## config.mk

```make
export PLATFORM = sky130hd
export DESIGN_NAME = dma_csr_regs
export DESIGN_NICKNAME = d
export VERILOG_FILES = /design/src/rtl/dma_csr_pkg.sv /design/src/rtl/dma_csr_mode.sv /design/src/rtl/dma_csr_base.sv /design/src/rtl/dma_csr_poll.sv /design/src/rtl/dma_csr_regs.sv
export SDC_FILE = /design/constraint.sdc
export NUM_CORES = 1
export LEC_CHECK = 0
export ABC_AREA = 1
export CAP_MARGIN = 10
export CORE_ASPECT_RATIO = 1.75
export CORE_MARGIN = 2
export CORE_UTILIZATION = 40
export DETAILED_ROUTE_END_ITERATION = 12
export PLACE_DENSITY = 0.77
export SLEW_MARGIN = 10
export SYNTH_ARGS = -nofsm -noshare
export SYNTH_HDL_FRONTEND = slang
export SYNTH_HIERARCHICAL = 1
export SYNTH_SLANG_ARGS = --single-unit
```

## constraint.sdc

```tcl
create_clock -name clk -period 1.5 [get_ports clk]
set_clock_uncertainty 0.05 [all_clocks]
set_input_delay 0.3 -clock clk [delete_from_list [all_inputs] [get_ports clk]]
set_output_delay 0.3 -clock clk [all_outputs]
set_load 0.05 [all_outputs]
```

## src/rtl/dma_csr_pkg.sv

```systemverilog
package dma_csr_pkg;

    localparam int ADDR_W = 8;
    localparam int DATA_W = 32;
    localparam int GAP_W  = 5;
    localparam int N_ENG  = 2;   // index 0 = transmit, 1 = receive

    localparam logic [ADDR_W-1:0] OFF_MODE    = 8'h00;
    localparam logic [ADDR_W-1:0] OFF_TX_POLL = 8'h08;
    localparam logic [ADDR_W-1:0] OFF_RX_POLL = 8'h10;
    localparam logic [ADDR_W-1:0] OFF_RX_BASE = 8'h18;
    localparam logic [ADDR_W-1:0] OFF_TX_BASE = 8'h20;

    localparam logic [DATA_W-1:0] POLL_READ = '1;

    typedef enum logic [1:0] {
        ENG_STOPPED   = 2'b00,
        ENG_RUNNING   = 2'b01,
        ENG_SUSPENDED = 2'b10,
        ENG_BUSY      = 2'b11
    } eng_state_e;

    typedef struct packed {
        logic             big_endian;
        logic [GAP_W-1:0] gap;
        logic             tx_first;
        logic             rst_req;
    } mode_t;

    function automatic logic eng_stopped(input logic [1:0] st);
        return eng_state_e'(st) == ENG_STOPPED;
    endfunction

    function automatic logic eng_suspended(input logic [1:0] st);
        return eng_state_e'(st) == ENG_SUSPENDED;
    endfunction

    function automatic logic [DATA_W-1:0] word_align(input logic [DATA_W-1:0] a);
        return a & ~DATA_W'(3);
    endfunction

    function automatic logic [ADDR_W-1:0] poll_offset(input int idx);
        return (idx == 0) ? OFF_TX_POLL : OFF_RX_POLL;
    endfunction

    function automatic logic [ADDR_W-1:0] base_offset(input int idx);
        return (idx == 0) ? OFF_TX_BASE : OFF_RX_BASE;
    endfunction

endpackage

```

## src/rtl/dma_csr_mode.sv

```systemverilog
module dma_csr_mode
    import dma_csr_pkg::*;
(
    input  logic               clk,
    input  logic               rst,
    input  logic               wr_ok,
    input  logic [$bits(mode_t)-1:0] wdata,
    input  logic               reset_done,
    output mode_t              mode
);
    mode_t wr_val;
    assign wr_val = mode_t'(wdata);

    always_ff @(posedge clk) begin
        if (rst) begin
            mode <= '0;
        end else begin
            if (reset_done)
                mode.rst_req <= 1'b0;
            if (wr_ok) begin
                mode.big_endian <= wr_val.big_endian;
                mode.gap        <= wr_val.gap;
                mode.tx_first   <= wr_val.tx_first;
                if (wr_val.rst_req)
                    mode.rst_req <= 1'b1;
            end
        end
    end
endmodule

```

## src/rtl/dma_csr_base.sv

```systemverilog
module dma_csr_base
    import dma_csr_pkg::*;
#(
    parameter int W = DATA_W
) (
    input  logic         clk,
    input  logic         rst,
    input  logic         wr_ok,
    input  logic [W-1:0] wdata,
    output logic [W-1:0] base
);
    always_ff @(posedge clk) begin
        if (rst)
            base <= '0;
        else if (wr_ok)
            base <= wdata & ~W'(3);
    end
endmodule

```

## src/rtl/dma_csr_poll.sv

```systemverilog
module dma_csr_poll (
    input  logic clk,
    input  logic rst,
    input  logic fire,
    output logic strobe
);
    always_ff @(posedge clk) begin
        if (rst)
            strobe <= 1'b0;
        else
            strobe <= fire;
    end
endmodule

```

## src/rtl/dma_csr_regs.sv

```systemverilog
module dma_csr_regs
    import dma_csr_pkg::*;
(
    input  logic              clk,
    input  logic              rst,
    input  logic [ADDR_W-1:0] bus_addr,
    input  logic              bus_wr,
    input  logic [DATA_W-1:0] bus_wdata,
    output logic [DATA_W-1:0] bus_rdata,
    input  logic [1:0]        tx_state,
    input  logic [1:0]        rx_state,
    input  logic              reset_done,
    output logic              big_endian,
    output logic [GAP_W-1:0]  desc_gap,
    output logic              tx_first,
    output logic              soft_reset,
    output logic              tx_poll,
    output logic              rx_poll,
    output logic [DATA_W-1:0] rx_ring_base,
    output logic [DATA_W-1:0] tx_ring_base
);
    localparam int MODE_W = $bits(mode_t);

    logic [1:0]        eng_st   [N_ENG];
    logic [DATA_W-1:0] eng_base [N_ENG];
    logic              eng_poll [N_ENG];
    mode_t             mode;
    logic              all_stopped;
    logic              mode_wr;

    assign eng_st[0] = tx_state;
    assign eng_st[1] = rx_state;

    assign all_stopped = eng_stopped(tx_state) && eng_stopped(rx_state);
    assign mode_wr     = bus_wr && (bus_addr == OFF_MODE) && all_stopped;

    dma_csr_mode u_mode (
        .clk        (clk),
        .rst        (rst),
        .wr_ok      (mode_wr),
        .wdata      (bus_wdata[MODE_W-1:0]),
        .reset_done (reset_done),
        .mode       (mode)
    );

    for (genvar i = 0; i < N_ENG; i++) begin : g_eng
        localparam logic [ADDR_W-1:0] P_OFF = poll_offset(i);
        localparam logic [ADDR_W-1:0] B_OFF = base_offset(i);
        logic poll_fire;
        logic base_wr;

        assign poll_fire = bus_wr && (bus_addr == P_OFF) && eng_suspended(eng_st[i]);
        assign base_wr   = bus_wr && (bus_addr == B_OFF) && eng_stopped(eng_st[i]);

        dma_csr_poll u_poll (
            .clk    (clk),
            .rst    (rst),
            .fire   (poll_fire),
            .strobe (eng_poll[i])
        );

        dma_csr_base #(.W(DATA_W)) u_base (
            .clk   (clk),
            .rst   (rst),
            .wr_ok (base_wr),
            .wdata (bus_wdata),
            .base  (eng_base[i])
        );
    end

    always_comb begin
        unique case (bus_addr)
            OFF_MODE:    bus_rdata = DATA_W'(mode);
            OFF_TX_POLL,
            OFF_RX_POLL: bus_rdata = POLL_READ;
            OFF_RX_BASE: bus_rdata = word_align(eng_base[1]);
            OFF_TX_BASE: bus_rdata = word_align(eng_base[0]);
            default:     bus_rdata = '0;
        endcase
    end

    assign big_endian   = mode.big_endian;
    assign desc_gap     = mode.gap;
    assign tx_first     = mode.tx_first;
    assign soft_reset   = mode.rst_req;
    assign tx_poll      = eng_poll[0];
    assign rx_poll      = eng_poll[1];
    assign tx_ring_base = eng_base[0];
    assign rx_ring_base = eng_base[1];
endmodule

```

==> metrics, run 1 <==
status=finished, violations left; violated checks=negative setup slack; Routed Antenna Nets=0; post-synthesis sequential area ratio=between 30% and 40%; Register Area=about 1400 um^2; DIE HEIGHT=~140 um; register bit count reported by yosys=70; final hold vios=0; Mapped Area=~4000 um^2; Clk pwr share=between 40% and 50%; Post-Place Cells=between 800 and 900; Final Core Density=89.7%; simple-gate share of the synthesized area=a little under half; Finished Cell Area=about 8500 um^2; root buffer cell=clkbuf_16; final period utilization=127%; DR iter-0 viols=roughly 700; Routability Congestion=0.933; CP Launch Type=input port; # DRC=0; peak supply drop=about 0.58 mV; worst hold path class=in -> reg; pre-CTS WS=-0.634 ns; maxcap violations=0; Die Width=78.9 um; Initial Util=~41%; Cells after Synth=between 600 and 700; DR WL/cell=25.9 um; crit path time final=roughly 1.9 ns; Comb pwr share=between 10 and 15%; total track usage=roughly 36%; Cell Rows=47; vias=between 5000 and 6000; area of the multi-input gates=between 2000 and 3000 um^2; initial antenna violation count=1; Max Clk Rate=~520 MHz; Cell Area, Placed=6670 um^2; WP data arrival=1.56 ns; via/cell ratio=5.93; CP max FO=15; largest family of logic cells by synthesized area=simple AND/OR/NAND/NOR gates; xor-xnor portion of the synthesized cell area=0%; clock tree from TritonCTS=built; WS Path Type=in -> out; synthesis-to-layout area growth=118%; core area=around 9500 um^2; final setup fails=slightly above 90; grt total ovfl=0; P_int=between 3 and 4 mW; Final Non-Filler Cells=928; first-pass GRT wire length=between 20000 and 30000 um; Post-Route WL=24000 um; clk sink count=70; post-synth cell types=21; post-synthesis adder-cell area fraction=0%; RSZ-0062 raised after global routing=true; Synth Area in Compound Gates=between 1 and 1.5%; Sequential Power Share=~38%; multiplexer share of the synthesized area=0%; Pre-antenna DRT Iters=5; Clk pin slew, worst setup/hold paths=0.06 ns; sw power=roughly 1.3 mW; IO buf count=around 150; hold buffer count at CTS=0; Crit. End Element=primary output; Synth Area per Inst=between 6 and 7 um^2; hold_ws=~0.40 ns; I/O pin count=between 150 and 200; DIE AREA=10700 um^2; vias in the first global route=~5400; sw frac=25.6%; layout cells sized above 1=about 50%; fill count=between 300 and 400; critical path data required time=about 1.2 ns; power per cell area=578 nW/um^2; Ys Warns=6; Max H-tree Level=3; Leak=4.00 nW; setup ws final=-0.412 ns; worst skew pair latency=around 0.34 ns; DP HPWL=10100 um; Bufs on Longest Clock Path=2; NumNets Final=roughly 850; count of pins over their slew limit=0; largest net degree at the start of global routing=43; clock buffer count from CTS=9
Yosys cell counts:
library cell	n	share of area [%]
nand2_2	4	0.64
buf_2	9	1.1
nand3_2	18	4.6
nor2_4	2	0.57
o21ai_0	7	0.89
and3b_1	1	0.22
dfxtp_1	70	36
a21oi_1	1	0.13
nor2_1	135	13
nand3b_1	2	0.38
nand2_1	151	14
conb_1	2	0.19
buf_8	8	3.1
inv_4	1	0.16
nor2_2	24	3.8
buf_4	11	2.1
inv_2	2	0.19
buf_6	8	2.3
nand2_4	2	0.57
inv_1	87	8.3
nand3_1	61	7.8
cell usage in the layout, fill, tap and decap left out, drive strengths merged:
cell,synthesis,routed
dlygate4sd2,0,1
conb,2,4
and3b,1,1
buf,36,173
clkinvlp,0,1
nor2,161,161
bufinv,0,2
nand2,157,157
clkdlybuf4s50,0,36
inv,90,90
nand3,79,79
dlymetal6s2s,0,2
dfxtp,70,70
clkbuf,0,16
clkinv,0,2
diode,0,1
nand3b,2,2
a21oi,1,1
o21ai,7,7
state kept, by name, indices dropped and copies added (netlist names):
name and count:
u_mode/mode 8, g_eng.u_poll/strobe 2, g_eng.u_base/base 60
worst max-delay path: stages:
cell	delay [ns]
buf_2	0.12
inv_2	0.06
nand2_2	0.06
nor2_4	0.21
buf_12	0.14
clkbuf_16	0.20
nand3_2	0.13
nand3_4	0.17
buf_12	0.15
per-layer routing:
metal  up-vias  track usage, %  part of all wire (%)
li1       2203               -                     -
met5         -               0                  0.14
met4         2            32.1                    12
met1      2498            32.9                    28
met3       250            7.09                    10
met2       549            64.6                    49
cell type report:
type | count | share of cell area (%)
tap | 122 | 1.79
clock inverter | 5 | 0.951
timing repair buffer | 217 | 42.0
antenna | 1 | 0.0293
multi-input combinational | 412 | 31.6
inverter | 90 | 4.24
clock buffer | 11 | 2.96
sequential | 70 | 16.4
path summary, 6_finish.rpt:
| kind | start | to | slack, ns | cells after the start |
|---|---|---|---|---|
| hold reg to reg | g_eng[0].u_base/base[3]$_SDFFE_PP0P_ | g_eng[0].u_base/base[3]$_SDFFE_PP0P_ | 0.47 | 2 |
| setup reg to reg | g_eng[1].u_base/base[26]$_SDFFE_PP0P_ | g_eng[1].u_base/base[26]$_SDFFE_PP0P_ | 0.54 | 3 |
| setup / recovery | bus_addr[1] | bus_rdata[25] | -0.41 | 9 |
| hold / removal | tx_state[0] | g_eng[0].u_poll/strobe$_SDFF_PP0_ | 0.40 | 6 |
kinds of logic after synthesis:
family / count (synthesis)
other cells: 2
compound gates: 8
buf+inv: 126
flops: 70
simple gates: 400
what timing repair did:
item | 4_1_cts | 5_1_grt
cloned | 13 | 6
pin swaps | 40 | 76
gates resized for setup | 159 | 149
buffers inserted | 17 | 10
setup endpoints to repair | 100 | 100
power by group through the flow:
stage	clock (mW)	combinational, mW	sequential [mW]
after detailed placement	0	0.429	1.90
after CTS	2.38	0.507	1.86
after global placement	0	0.418	1.90
after floorplan	0	0.202	1.91
after global routing	2.50	0.653	1.86
final	2.44	0.637	1.86
metrics by stage:
step,power [mW],TNS (ns)
CTS,4.75,-11.30
global route,5.01,-24.07
floorplan,2.11,-0.441
finish,4.94,-20.56
detailed placement,2.33,-58.01
global placement,2.32,-53.38
Power figures use the tool's default switching activity.
==> inputs of run 2 (changes only) <==
- RECOVER_POWER: not set -> 100
==> results of run 2 <==
Same layout as run 1: the final DEF is identical, and so are final timing and power.
